[src/rtl/pcint_pkg.sv]
package pcint_pkg;

  localparam int REG_W  = 8;
  localparam int ADDR_W = 2;
  localparam int NUM_GROUPS = 2;

  typedef enum logic [ADDR_W-1:0] {
    ADR_MASK0 = 2'd0,
    ADR_MASK1 = 2'd1,
    ADR_CTRL  = 2'd2,
    ADR_FLAG  = 2'd3
  } reg_addr_e;

  // A line has changed when its synchronized value differs from the delayed copy.
  function automatic logic line_changed(logic now_v, logic prev_v);
    return now_v ^ prev_v;
  endfunction

  // Next flag state: a new hit wins over any clear request.
  function automatic logic flag_next(logic cur, logic hit, logic clr);
    return hit | (cur & ~clr);
  endfunction

  // Request gating: flag, group enable and global enable must all be set.
  function automatic logic req_gate(logic flag, logic en, logic glob);
    return flag & en & glob;
  endfunction

endpackage

[src/rtl/pcint_sync.sv]
module pcint_sync #(
  parameter int W = 12
) (
  input  logic         clk,
  input  logic         rst_n,
  input  logic [W-1:0] raw_i,
  output logic [W-1:0] chg_o
);
  import pcint_pkg::*;

  logic [W-1:0] meta_q;
  logic [W-1:0] sync_q;
  logic [W-1:0] prev_q;

  always_ff @(posedge clk or negedge rst_n) begin
    if (!rst_n) begin
      meta_q <= '0;
      sync_q <= '0;
      prev_q <= '0;
    end else begin
      meta_q <= raw_i;
      sync_q <= meta_q;
      prev_q <= sync_q;
    end
  end

  for (genvar i = 0; i < W; i++) begin : g_bit
    assign chg_o[i] = line_changed(sync_q[i], prev_q[i]);
  end

endmodule

[src/rtl/pcint_group.sv]
module pcint_group #(
  parameter int PINS  = 8,
  parameter int REG_W = 8
) (
  input  logic             clk,
  input  logic             rst_n,
  input  logic [PINS-1:0]  chg_i,
  input  logic             mask_we_i,
  input  logic [REG_W-1:0] wdata_i,
  input  logic             clr_wr_i,
  input  logic             ack_i,
  output logic [REG_W-1:0] mask_o,
  output logic             flag_o,
  output logic             hit_o
);
  import pcint_pkg::*;

  logic [PINS-1:0] mask_q;
  logic            flag_q;
  logic            clr_any;

  assign hit_o   = |(chg_i & mask_q);
  assign clr_any = clr_wr_i | ack_i;

  always_ff @(posedge clk or negedge rst_n) begin
    if (!rst_n) begin
      mask_q <= '0;
    end else if (mask_we_i) begin
      mask_q <= wdata_i[PINS-1:0];
    end
  end

  always_ff @(posedge clk or negedge rst_n) begin
    if (!rst_n) begin
      flag_q <= 1'b0;
    end else begin
      flag_q <= flag_next(flag_q, hit_o, clr_any);
    end
  end

  assign flag_o = flag_q;

  if (PINS < REG_W) begin : g_pad
    assign mask_o = {{(REG_W-PINS){1'b0}}, mask_q};
  end else begin : g_full
    assign mask_o = mask_q;
  end

  // an enabled transition sets the flag
  p_hit_sets_r1: assert property (@(posedge clk) disable iff (!rst_n)
    hit_o |=> flag_o);

  // without an enabled transition a clear flag stays clear
  p_quiet_holds_r2: assert property (@(posedge clk) disable iff (!rst_n)
    (!hit_o && !flag_o) |=> !flag_o);

  // acknowledge clears the flag
  p_ack_clears_r4: assert property (@(posedge clk) disable iff (!rst_n)
    (ack_i && !hit_o) |=> !flag_o);

  // write-one clear clears the flag
  p_w1c_clears_r5: assert property (@(posedge clk) disable iff (!rst_n)
    (clr_wr_i && !hit_o) |=> !flag_o);

  // with no clear request a set flag stays set
  p_flag_holds_r5: assert property (@(posedge clk) disable iff (!rst_n)
    (flag_o && !clr_wr_i && !ack_i) |=> flag_o);

  // a transition wins over a same-cycle clear
  p_edge_wins_r8: assert property (@(posedge clk) disable iff (!rst_n)
    (hit_o && (clr_wr_i || ack_i)) |=> flag_o);

  if (PINS < REG_W) begin : g_pad_chk
    // unused mask bits read as zero
    always_comb begin
      if (rst_n) begin
        p_mask_upper_zero_r7: assert (mask_o[REG_W-1:PINS] == '0);
      end
    end
  end

endmodule

[src/rtl/pcint_ctrl.sv]
module pcint_ctrl #(
  parameter int G0_PINS = 8,
  parameter int G1_PINS = 4
) (
  input  logic                          clk,
  input  logic                          rst_n,
  input  logic [G0_PINS+G1_PINS-1:0]    pin_in,
  input  logic                          gie,
  input  logic [1:0]                    ack,
  input  logic                          wr_en,
  input  logic [pcint_pkg::ADDR_W-1:0]  wr_addr,
  input  logic [pcint_pkg::REG_W-1:0]   wr_data,
  input  logic [pcint_pkg::ADDR_W-1:0]  rd_addr,
  output logic [pcint_pkg::REG_W-1:0]   rd_data,
  output logic [1:0]                    irq
);
  import pcint_pkg::*;

  localparam int TOTAL = G0_PINS + G1_PINS;
  localparam int GN    = NUM_GROUPS;

  logic [TOTAL-1:0] chg;
  logic [GN-1:0]    en_q;
  logic [GN-1:0]    flag;
  logic [GN-1:0]    hit;
  logic [GN-1:0]    mask_we;
  logic [GN-1:0]    clr_wr;
  logic [REG_W-1:0] mask_rd [GN];
  logic             ctrl_we;
  logic             flag_we;

  pcint_sync #(.W(TOTAL)) u_sync (
    .clk   (clk),
    .rst_n (rst_n),
    .raw_i (pin_in),
    .chg_o (chg)
  );

  assign ctrl_we = wr_en && (wr_addr == ADR_CTRL);
  assign flag_we = wr_en && (wr_addr == ADR_FLAG);

  for (genvar g = 0; g < GN; g++) begin : g_grp
    localparam int PINS = (g == 0) ? G0_PINS : G1_PINS;
    localparam int BASE = (g == 0) ? 0 : G0_PINS;

    assign mask_we[g] = wr_en && (wr_addr == ADDR_W'(g));
    assign clr_wr[g]  = flag_we && wr_data[g];

    pcint_group #(.PINS(PINS), .REG_W(REG_W)) u_grp (
      .clk       (clk),
      .rst_n     (rst_n),
      .chg_i     (chg[BASE +: PINS]),
      .mask_we_i (mask_we[g]),
      .wdata_i   (wr_data),
      .clr_wr_i  (clr_wr[g]),
      .ack_i     (ack[g]),
      .mask_o    (mask_rd[g]),
      .flag_o    (flag[g]),
      .hit_o     (hit[g])
    );

    assign irq[g] = req_gate(flag[g], en_q[g], gie);
  end

  always_ff @(posedge clk or negedge rst_n) begin
    if (!rst_n) begin
      en_q <= '0;
    end else if (ctrl_we) begin
      en_q <= wr_data[GN-1:0];
    end
  end

  always_comb begin
    rd_data = '0;
    case (rd_addr)
      ADR_MASK0: rd_data = mask_rd[0];
      ADR_MASK1: rd_data = mask_rd[1];
      ADR_CTRL:  rd_data[GN-1:0] = en_q;
      ADR_FLAG:  rd_data[GN-1:0] = flag;
      default:   rd_data = '0;
    endcase
  end

  // no request while the global enable is low
  p_no_irq_without_gie_r3: assert property (@(posedge clk) disable iff (!rst_n)
    !gie |-> (irq == '0));

  // no request while the group enable is low
  p_no_irq_without_en_r3: assert property (@(posedge clk) disable iff (!rst_n)
    (en_q == '0) |-> (irq == '0));

  // an acknowledged group drops its request unless a new hit arrives
  p_ack_drops_irq_r4: assert property (@(posedge clk) disable iff (!rst_n)
    (ack[0] && !hit[0]) |=> !irq[0]);

endmodule

[config.mk]
export PLATFORM = sky130hd
export DESIGN_NAME = pcint_ctrl
export DESIGN_NICKNAME = d
export VERILOG_FILES = /design/src/rtl/pcint_pkg.sv /design/src/rtl/pcint_sync.sv /design/src/rtl/pcint_group.sv /design/src/rtl/pcint_ctrl.sv
export SDC_FILE = /design/constraint.sdc
export NUM_CORES = 1
export LEC_CHECK = 0
export CORE_MARGIN = 5
export CORE_UTILIZATION = 59
export CTS_CLUSTER_SIZE = 8
export DETAILED_ROUTE_END_ITERATION = 12
export DONT_BUFFER_PORTS = 1
export PLACE_DENSITY = 0.85
export SLEW_MARGIN = 10
export SYNTH_ARGS = -nofsm -noshare
export SYNTH_HDL_FRONTEND = slang
export SYNTH_SLANG_ARGS = --single-unit
[constraint.sdc]
create_clock -name clk -period 1.3 [get_ports clk]
set_clock_uncertainty 0.05 [all_clocks]
set_input_delay 0.065 -clock clk [delete_from_list [all_inputs] [get_ports clk]]
set_output_delay 0.065 -clock clk [all_outputs]
set_load 0.02 [all_outputs]
; ---- Yosys cells after proc, flatten, opt, wreduce, memory -nomap -nowiden
; Cells that the tools add are included.
[classes]
add_sub_neg = 0
mux = 2
div = 0
bitwise = 26
reduce_logical = 10
mul = 0
magnitude_cmp = 0
shift = 0
eq_ne = 6
[op_table]
columns = cell, n
row1 = $pmux 6 s2, 1
row2 = $xor 1x1->1, 12
row3 = $and 8x8->8, 1
row4 = $eq 2x2->1 const B, 4
row5 = $pmux 2 s4, 1
row6 = $reduce_or 8->1, 1
row7 = $and 1x1->1, 6
row8 = $logic_and 1x1->1, 6
row9 = $and 4x4->4, 1
row10 = $eq 2x1->1 const B, 2
row11 = $logic_not 2->1, 2
row12 = $or 1x1->1, 4
row13 = $reduce_or 4->1, 1
row14 = $not 1->1, 2
[totals]
word_cells = 52
latch_bits = 0
reg_bits = 52
ram_bits = 0
romBits = 0
input_bits = 30
memories = 0

; ---- Depth between registers and ports, before layout
; Gate-level depths: netlist (run 1).
[depth]
word_depth = 7
ltp_mapped = 4
depth_no_buf = 4

; ---- Cells and area by module
; Synthesis (run 1) repeated with hierarchy kept, for this count alone.
[unflattened]
hier_cells = 120
area_unflattened_um2 = 1903.1
[by_module_without_submodules]
columns = mod, area_per_inst_um2, cells_per_inst, instances, seq_area_each_um2
row1 = pcint_sync, 1006.0, 48, 1, 900.9
row2 = pcint_group (g_grp[0].u_grp), 394.1, 25, 1, 225.2
row3 = pcint_ctrl, 267.8, 28, 1, 50.0
row4 = pcint_group (g_grp[1].u_grp), 235.2, 19, 1, 125.1

; ---- Worst setup path after synthesis (run 1)
; No wires, ideal clock.
[synth_path]
path_kind = flip-flop to flip-flop
startpoint = reg u_sync.prev_q[7]
endpoint = reg g_grp[0].u_grp.flag_q
path_stages_with_launch = 5
path_slack_ns = 0.101
t_arrival_ns = 1.015
path_buffers = 0
required_ns = 1.116
path_cell_list = dfrtp_1 -> xor2_1 -> a22o_1 -> a221oi_1 -> nand4_1
[synth_via]
elab_chain_cells = 4
[synth_rtl]
columns = element, line_no
row1 = "start, declared", pcint_sync.sv:13  ; logic [W-1:0] prev_q;
row2 = "start signal, assigned", pcint_sync.sv:23  ; prev_q <= sync_q;
row3 = $xor 1x1->1, pcint_pkg.sv:16  ; return now_v ^ prev_v;
row4 = $and 8x8->8, pcint_group.sv:22  ; assign hit_o = |(chg_i & mask_q);
row5 = $reduce_or 8->1, pcint_group.sv:22
row6 = $or 1x1->1, pcint_pkg.sv:21  ; return hit | (cur & ~clr);
row7 = "end signal, assigned", pcint_group.sv:37  ; flag_q <= flag_next(flag_q, hit_o, clr_any);
row8 = "end, declared", pcint_group.sv:19  ; logic flag_q;
; Every way passes these cells.
; A chain may end at the register's enable or synchronous reset.

; ---- Worst setup path in the final report (run 1)
[layout_path]
startpoint = reg g_grp[1].u_grp.flag_q
endpoint = out rd_data[1] in the netlist's numbering
[layout_via]
elab_chain_cells = 1
[layout_rtl]
columns = element, line_no
row1 = "start, declared", pcint_group.sv:19
row2 = "start signal, assigned", pcint_group.sv:37
row3 = $pmux 2 s4, pcint_ctrl.sv:75  ; case (rd_addr)
row4 = "end, declared", pcint_ctrl.sv:14  ; output logic [pcint_pkg::REG_W-1:0] rd_data,
; Every way passes these cells.

==> flow_metrics.py, run 1 <==
metrics = {
    "run_status": {
        "status": "complete, but fails checks",
        "failed_checks": "negative setup slack",
    },
    "sta": {
        "setup_viol": 2,
        "fin_ws_ns": -0.151,
        "max_slew_margin_pct": 81.8,
        "min_period_ns": 1.45,
        "fin_setup_tns_ns": -0.272,
        "post-route-period-util_pct": 112,
        "hold_violations": 0,
        "slew_violations": 0,
        "rsz0062_at_grt": "true",
        "tightest_slew_ns": 0.273,
        "fmax_ghz": 0.689,
    },
    "cts": {
        "cts.sinks": 52,
        "cts_max_path_buffers": 2,
        "clockRootBuffer": "clkbuf_4",
        "htreeDepth": 2,
        "clock_latency_ns": 0.36,
        "clkTransAtPathRegs_ns": 0.14,
        "cts-buffers-inserted": 5,
        "cts_tree": "yes",
    },
    "route": {
        "vias": 978,
        "drt_iter0_markers": 19,
        "met1_length_um": 1350,
        "highest_layer": "met4",
        "route.detailed.drc": 0,
        "viasPerCell": 5.43,
        "wl_met3_um": 146,
        "first_pass_iters": 4,
        "postRouteAntennaNets": 0,
        "wirelength_um": 3060,
        "met2_length_um": 1500,
        "wire_per_inst_um": 17.0,
    },
    "floorplan": {
        "coreArea_um2": 3000,
        "row_count": 20,
        "chipWidth_um": 65.3,
        "die_h_um": 65.3,
        "die_area_um2": 4260,
        "ios": 40,
        "start_util_pct": 60.0,
    },
    "setup_path": {
        "worst-setup-path-type": "reg2out",
        "r2r-start": "u_sync.prev_q[7]",
        "cp_slowest_stage_delay_ns": 0.55,
        "cp.arrival_ns": 1.34,
        "worstSetupStartpoint": "g_grp[1].u_grp.flag_o",
        "r2r_slack_ns": 0.11,
        "crit_path_max_fanout": 3,
        "crit_path_top_delay_cell": "mux4_2",
        "cp-end-kind": "primary output",
        "start_kind": "register",
        "worst_r2r_endpoint": "g_grp[0].u_grp.flag_o",
        "critPathBufInv": 0,
        "crit_family": "multiplexers",
        "reg2reg_depth": 4,
        "crit_chain": "mux4_2",
        "critPathRequiredTime_ns": 1.19,
    },
    "global_routing": {
        "first_global_vias": 1062,
        "antenna_found_initial": 0,
        "grt_remaining_overflow": 0,
        "grt_max_degree": 53,
        "grt_usage_pct": 16.5,
        "grt_pass1_wl_um": 5130,
    },
    "placement": {
        "dp_hpwl_um": 2020,
        "portBuffers": 0,
        "place.gp.congestion": 0.754,
    },
    "finish": {
        "final_nets": 176,
        "areaGrowthSynthToFinish_pct": 26.6,
        "mostFrequentLayoutCells": "dfrtp_1 (52), dlygate4sd3_1 (26), mux2_2 (14)",
        "drive_above_1_share_pct": 24.5,
        "final_common_cell": "dfrtp_1",
        "diodes": 0,
        "n_fill_cell": 178,
        "utilization_pct": 76.0,
    },
    "synthesis": {
        "synthDistinctLibCells": 16,
        "synth_area_per_cell_um2": 16.8,
        "ys_seq_area_share_pct": 72.2,
        "synth.net_count": 137,
        "postSynthCellCount": 107,
        "yosysWarningCount": 0,
        "syn_area_um2": 1800,
        "synth_seq_cells": 52,
    },
    "hold_path": {
        "holdPathStages": 2,
        "min-delay-path-class": "in2reg",
        "hp-start": "wr_addr[0]",
        "hold-path-endpoint": "g_grp[1].u_grp.mask_q[1]",
    },
    "pwr": {
        "powerDensity_nw_per_um2": 1400,
        "ir_drop_mv": 0.887,
        "leakage_uw": 0.000993,
    },
    "run": {
        "maxCapViolations": 0,
    },
}
per-stage QoR:
| step | area [µm²] | setup slack (ns) | std cells | hold slack, ns | total power [µW] |
|---|---|---|---|---|---|
| after global routing | 2280 | -0.190 | 180 | 0.0288 | 3360 |
| after global placement | 1840 | 0.0783 | 139 | -0.279 | 2170 |
| after detailed placement | 1840 | 0.0649 | 139 | -0.279 | 2190 |
| final | 2280 | -0.151 | 180 | 0.0226 | 3200 |
| after CTS | 2230 | -0.163 | 177 | 0.0182 | 3190 |
| after floorplan | 1800 | 0.101 | 107 | -0.281 | 2120 |
sequential cells by signal, indices dropped and copies added (netlist names):
name / count
en_q: 2
g_grp.u_grp.flag_o: 2
g_grp.u_grp.mask_o: 8
g_grp.u_grp.mask_q: 4
u_sync.meta_q: 12
u_sync.prev_q: 12
u_sync.sync_q: 12
Yosys cell counts (all sizes together):
cell     n  area share, %
dfrtp   52             72
mux2    14            8.7
xor2    12            5.8
a22oi    4            1.7
and2     4            1.4
nand3b   4            1.7
nand4    3            1.0
nor2     3           0.62
and3     2           0.69
mux2i    2            1.1
mux4     2            2.5
a221oi   1           0.49
a22o     1           0.49
clkbuf   1           0.21
nand3    1           0.28
nor3b    1            1.0
worst max-delay path by stage:
stage | to | slack [ns] | cells past startpoint
floorplan | g_grp[0].u_grp.flag_o | 0.10 | 4
global placement | g_grp[0].u_grp.flag_o | 0.08 | 4
detailed placement | g_grp[0].u_grp.flag_o | 0.06 | 4
CTS | rd_data[1] | -0.16 | 1
global route | rd_data[1] | -0.19 | 1
finish | rd_data[1] | -0.15 | 1
worst reg2reg max path, stage by stage, from the launching register on:
cell and delay (ns):
dfrtp_1 0.41, xor2_1 0.16, a22o_1 0.21, a221oi_2 0.16, nand4_1 0.10
cell families after synthesis:
| group | count (synthesis) | synth area share [%] |
|---|---|---|
| flops | 52 | 72.2 |
| simple gates | 18 | 6.74 |
| buf+inv | 1 | 0.208 |
| mux | 18 | 12.4 |
| xor+xnor | 12 | 5.83 |
| compound gates | 6 | 2.64 |
final cells by class:
class / instances / area, µm² / share of cell area, %
clock buffer: 5 / 37.5 / 1.65
multi-input combinational: 54 / 513 / 22.5
timing repair buffer: 33 / 345 / 15.1
clock inverter: 3 / 42.5 / 1.87
tap: 33 / 41.3 / 1.81
sequential: 52 / 1300 / 57.0
routing by layer:
metal  GRT usage [%]  vias to the layer above
li1                -                      452
met1            21.4                      490
met2            26.0                       31
met3            4.62                        5
met4            6.99                        0
met5               0                        -
power breakdown:
part / internal, µW / switching [µW]
Clock: 401 / 475
Sequential: 1770 / 98.7
Combinational: 252 / 201
timing repair:
action,4_1_cts,5_1_grt
hold buffers,27,0
gates resized for setup,2,3
pin swaps,0,3
endpoints found under the hold margin,80,0
endpoints found under the setup margin,4,12
setup buffers,3,3
(Power assumes the default switching activity.)
==> run 2, diff against run 1 <==
Settings changed: HOLD_SLACK_MARGIN set to 0.12, REMOVE_ABC_BUFFERS set to 1.
==> run 2 against run 1 <==
  * The run still ends with negative setup slack left
  * Clock power shrank 20%
  * Hold slack gained 0.11 ns
  * First-iteration DRC count grew 37%
  * Die area is the same
  * Combinational power grew 6.4%
  * Largest power group unchanged
  * Highest routed layer unchanged
==> flow_metrics.py, run 2 (same netlist as run 1, synthesis figures left out) <==
metrics = {
    "run_status": {
        "status": "complete, but fails checks",
        "failed_checks": "negative setup slack",
    },
    "floorplan": {
        "ios": 40,
        "die_h_um": 65.3,
        "start_util_pct": 60.0,
        "chipWidth_um": 65.3,
        "row_count": 20,
        "coreArea_um2": 3000,
        "die_area_um2": 4260,
    },
    "sta": {
        "fmax_ghz": 0.700,
        "hold_violations": 0,
        "fin_ws_ns": -0.128,
        "setup_viol": 2,
        "timing.hold.ws_ns": 0.132,
        "max_slew_margin_pct": 80.1,
        "min_period_ns": 1.43,
        "slew_violations": 0,
        "tightest_slew_ns": 0.297,
        "post-route-period-util_pct": 110,
        "rsz0062_at_grt": "true",
    },
    "finish": {
        "largestRegisters": "u_sync.meta_q (12), u_sync.prev_q (12), u_sync.sync_q (12)",
        "final_nets": 178,
        "areaGrowthSynthToFinish_pct": 26.0,
        "drive_above_1_share_pct": 23.5,
        "mostFrequentLayoutCells": "dfrtp_1 (52), dlygate4sd3_1 (26), mux2_2 (14)",
        "diodes": 0,
        "final_common_cell": "dfrtp_1",
        "n_fill_cell": 186,
    },
    "hold_path": {
        "min-delay-path-class": "in2out",
    },
    "global_routing": {
        "grt_remaining_overflow": 0,
        "antenna_found_initial": 0,
        "grt_max_degree": 53,
        "grt_pass1_wl_um": 5440,
        "grt_usage_pct": 17.2,
        "first_global_vias": 1128,
    },
    "setup_path": {
        "cp_slowest_stage_delay_ns": 0.54,
        "crit_family": "multiplexers",
        "crit_chain": "mux4_2",
        "start_kind": "register",
        "critPathBufInv": 0,
        "cp.arrival_ns": 1.31,
        "crit_path_top_delay_cell": "mux4_2",
        "cp-end-kind": "primary output",
        "worst-setup-path-type": "reg2out",
        "critPathRequiredTime_ns": 1.19,
        "crit_path_max_fanout": 3,
    },
    "cts": {
        "cts_max_path_buffers": 2,
        "clock_latency_ns": 0.34,
        "htreeDepth": 2,
        "cts_tree": "yes",
        "clockRootBuffer": "clkbuf_4",
        "cts-buffers-inserted": 5,
        "cts.sinks": 52,
        "clkTransAtPathRegs_ns": 0.13,
    },
    "route": {
        "route.detailed.drc": 0,
        "wirelength_um": 3180,
        "viasPerCell": 5.42,
        "drt_iter0_markers": 26,
        "postRouteAntennaNets": 0,
        "first_pass_iters": 4,
        "wire_per_inst_um": 17.5,
        "vias": 987,
    },
    "pwr": {
        "p_int_uw": 2300,
        "ir_drop_mv": 0.802,
        "powerDensity_nw_per_um2": 1340,
        "clockPowerShare_pct": 23.1,
        "pwr-share-seq_pct": 61.0,
        "p_sw_uw": 744,
        "p_comb_share_pct": 15.8,
        "leakage_uw": 0.000995,
        "sw_frac_of_total_pct": 24.4,
    },
    "placement": {
        "portBuffers": 0,
        "place.gp.congestion": 0.766,
        "dp_hpwl_um": 2020,
        "dp_slack_ns": 0.0335,
    },
    "run": {
        "maxCapViolations": 0,
    },
}
## run 2: worst paths after layout
check                                 start                       end  slack [ns]  cells past startpoint
max                                 en_q[1]                rd_data[1]       -0.13                      1
min                              rd_addr[1]                rd_data[3]        0.13                      1
max reg2reg                u_sync.prev_q[7]     g_grp[0].u_grp.flag_o        0.10                      4
min reg2reg                u_sync.meta_q[3]          u_sync.sync_q[3]        0.31                      0
max in group asynchronous             rst_n          u_sync.sync_q[6]        0.83                      2
min in group asynchronous             rst_n  g_grp[0].u_grp.mask_o[0]        0.16                      2
## run 2: layout make-up
| class | instances | area (µm²) | area share (%) |
|---|---|---|---|
| Sequential cell | 52 | 1300 | 57.3 |
| Multi-Input combinational cell | 54 | 508 | 22.4 |
| Timing Repair Buffer | 35 | 360 | 15.9 |
| Clock buffer | 8 | 58.8 | 2.59 |
| Tap cell | 33 | 41.3 | 1.82 |
## run 2: power groups by stage
stage | registers [µW] | logic, µW | clock network [µW]
global placement | 1890 | 278 | 0
CTS | 1860 | 454 | 735
global route | 1880 | 524 | 814
floorplan | 1860 | 255 | 0
finish | 1860 | 483 | 705
detailed placement | 1900 | 287 | 0
## run 2: stage by stage
stage,setup TNS [ns],area (µm²),util [%],std cells,power (µW)
finish,-0.248,2270,75.6,182,3050
global route,-0.344,2270,75.6,182,3220
CTS,-0.724,2220,74.0,179,3050
detailed placement,0,1840,61.3,139,2190
global placement,0,1840,61.3,139,2170
floorplan,0,1800,-,106,2120
## run 2: metal layers
layer | track usage (%) | part of all wire, % | vias up
li1 | - | - | 457
met1 | 21.5 | 39 | 490
met2 | 28.4 | 53 | 36
met3 | 4.96 | 7.3 | 4
met4 | 6.22 | 1.1 | 0
met5 | 0 | 0 | -
## run 2: what timing repair did
action | 4_1_cts | 5_1_grt
endpoints found under the hold margin | 80 | 0
hold buffers | 27 | 0
buffers inserted | 5 | 3
gates resized for setup | 0 | 3
pin swaps | 0 | 3
endpoints found under the setup margin | 2 | 13
cloned | 0 | 0
==> run 3, diff against run 2 <==
Clock period 1.3 ns to 1.4 ns, I/O delays scaled along.
==> run 3 against run 2 <==
  * Global-route usage increased by 1.9 points
  * Routed wire length rose by 15%
  * Hold slack better by 0.033 ns
  * Critical endpoint is now rd_data[0]
  * Power is 4.4% lower
  * The flow still finishes with violations (negative setup slack)
  * Count of clock-buffer cells in the layout stayed put
  * Largest power group unchanged
==> flow_metrics.py, run 3 (same netlist as run 1, synthesis figures left out) <==
metrics = {
    "finish": {
        "final_nets": 192,
        "areaGrowthSynthToFinish_pct": 32.5,
        "drive_above_1_share_pct": 22.1,
        "largestRegisters": "u_sync.meta_q (12), u_sync.prev_q (12), u_sync.sync_q (12)",
        "n_fill_cell": 166,
        "final_common_cell": "dfrtp_1",
        "mostFrequentLayoutCells": "dfrtp_1 (52), dlygate4sd3_1 (33), mux2_2 (13)",
        "diodes": 0,
        "finalNonFillerCells": 196,
    },
    "placement": {
        "dp_slack_ns": 0.134,
        "place_inst": 139,
        "portBuffers": 0,
        "place.gp.congestion": 0.766,
        "dp_hpwl_um": 2020,
    },
    "pwr": {
        "ir_drop_mv": 0.765,
        "powerDensity_nw_per_um2": 1220,
        "leakage_uw": 0.00108,
    },
    "route": {
        "route.detailed.drc": 0,
        "wire_per_inst_um": 18.7,
        "viasPerCell": 5.45,
        "postRouteAntennaNets": 0,
        "first_pass_iters": 4,
        "wirelength_um": 3670,
        "vias": 1069,
        "drt_iter0_markers": 47,
    },
    "setup_path": {
        "worst-setup-path-type": "reg2out",
        "crit_path_top_delay_cell": "mux4_2",
        "path_depth": 1,
        "reg2reg_depth": 2,
        "start_kind": "register",
        "crit_end": "rd_data[0]",
        "worst_r2r_endpoint": "g_grp[0].u_grp.mask_o[7]",
        "r2r_slack_ns": 0.02,
        "cp_slowest_stage_delay_ns": 0.56,
        "cp-end-kind": "primary output",
        "critPathRequiredTime_ns": 1.28,
        "r2r-start": "g_grp[0].u_grp.mask_o[7]",
        "worstSetupStartpoint": "g_grp[0].u_grp.flag_o",
        "crit_chain": "mux4_2",
        "crit_family": "multiplexers",
        "critPathBufInv": 0,
        "crit_path_max_fanout": 3,
        "cp.arrival_ns": 1.33,
    },
    "cts": {
        "clockRootBuffer": "clkbuf_4",
        "htreeDepth": 2,
        "clkTransAtPathRegs_ns": 0.13,
        "cts_tree": "yes",
        "cts-buffers-inserted": 5,
        "clock_latency_ns": 0.34,
        "cts.sinks": 52,
        "cts_max_path_buffers": 2,
    },
    "sta": {
        "max_slew_margin_pct": 72.4,
        "fin_ws_ns": -0.0450,
        "min_period_ns": 1.45,
        "hold_violations": 0,
        "fmax_ghz": 0.692,
        "rsz0062_at_grt": "true",
        "post-route-period-util_pct": 103,
        "setup_viol": 2,
        "fin_setup_tns_ns": -0.0865,
        "slew_violations": 0,
        "tightest_slew_ns": 0.413,
    },
    "floorplan": {
        "ios": 40,
        "coreArea_um2": 3000,
        "die_h_um": 65.3,
        "row_count": 20,
        "chipWidth_um": 65.3,
        "die_area_um2": 4260,
        "start_util_pct": 60.0,
    },
    "global_routing": {
        "antenna_found_initial": 0,
        "grt_usage_pct": 19.1,
        "grtUsageMet3_pct": 5.47,
        "grt_remaining_overflow": 0,
        "first_global_vias": 1216,
        "grt_use_met2_pct": 31.9,
        "grt_pass1_wl_um": 6010,
        "top_usage_layer": "met2",
        "grt_max_degree": 53,
        "gr-usage-met1_pct": 23.0,
    },
    "run": {
        "maxCapViolations": 0,
    },
    "run_status": {
        "status": "complete, but fails checks",
        "failed_checks": "negative setup slack",
    },
    "hold_path": {
        "min-delay-path-class": "in2async",
    },
}
run 3: changes by cell type in the layout (fill, tap and decap cells not counted), moves of 2 or more:
cell / before / now
dlygate4sd3_1: 26 / 33
buf_4: 7 / 12
nor2_1: 1 / 3
dlymetal6s4s_1: 0 / 3
nor2_2: 2 / 0
run 3: worst min-delay path by stage:
| stage | start | slack, ns | to | cells past startpoint |
|---|---|---|---|---|
| after floorplan | rst_n | -0.28 | en_q[0] | 0 |
| after global placement | rst_n | -0.27 | u_sync.meta_q[8] | 0 |
| after detailed placement | rst_n | -0.27 | u_sync.meta_q[8] | 0 |
| after CTS | rst_n | 0.15 | u_sync.sync_q[11] | 2 |
| after global routing | wr_addr[1] | 0.16 | g_grp[0].u_grp.mask_o[4] | 3 |
| final | rst_n | 0.16 | u_sync.meta_q[10] | 2 |
run 3: repair_timing:
| action | in CTS | in global routing |
|---|---|---|
| hold endpoints to repair | 80 | 8 |
| gates resized for setup | 0 | 4 |
| setup endpoints to repair | 2 | 11 |
| setup buffers | 5 | 7 |
| hold buffers | 36 | 5 |
| pin swaps | 0 | 0 |
| gates cloned | 0 | 0 |
run 3: report_power, final:
part | internal (µW) | total, µW | switching, µW
clock network | 249 | 661 | 412
registers | 1640 | 1730 | 89.6
logic | 311 | 523 | 212
total | 2200 | 2910 | 714
run 3: metal layers:
metal | vias to the layer above | wire [µm]
met1 | 536 | 1400
li1 | 483 | -
met4 | 0 | 64
met5 | - | 0
met2 | 43 | 1940
met3 | 7 | 266
run 3: through the flow:
stage | power, µW | hold WS [ns] | util (%) | cell area, µm²
finish | 2910 | 0.165 | 79.5 | 2390
floorplan | 1970 | -0.276 | - | 1800
detailed placement | 2030 | -0.274 | 61.3 | 1840
global route | 3080 | 0.159 | 79.5 | 2390
global placement | 2010 | -0.274 | 61.3 | 1840
CTS | 2880 | 0.151 | 77.0 | 2310
run 3: area by class of cell:
class	count	area, µm²	share of cell area (%)
multi-input combinational	54	500	21.0
timing repair buffer	49	485	20.3
sequential	52	1300	54.5
tap	33	41.3	1.73
clock buffer	8	58.8	2.46
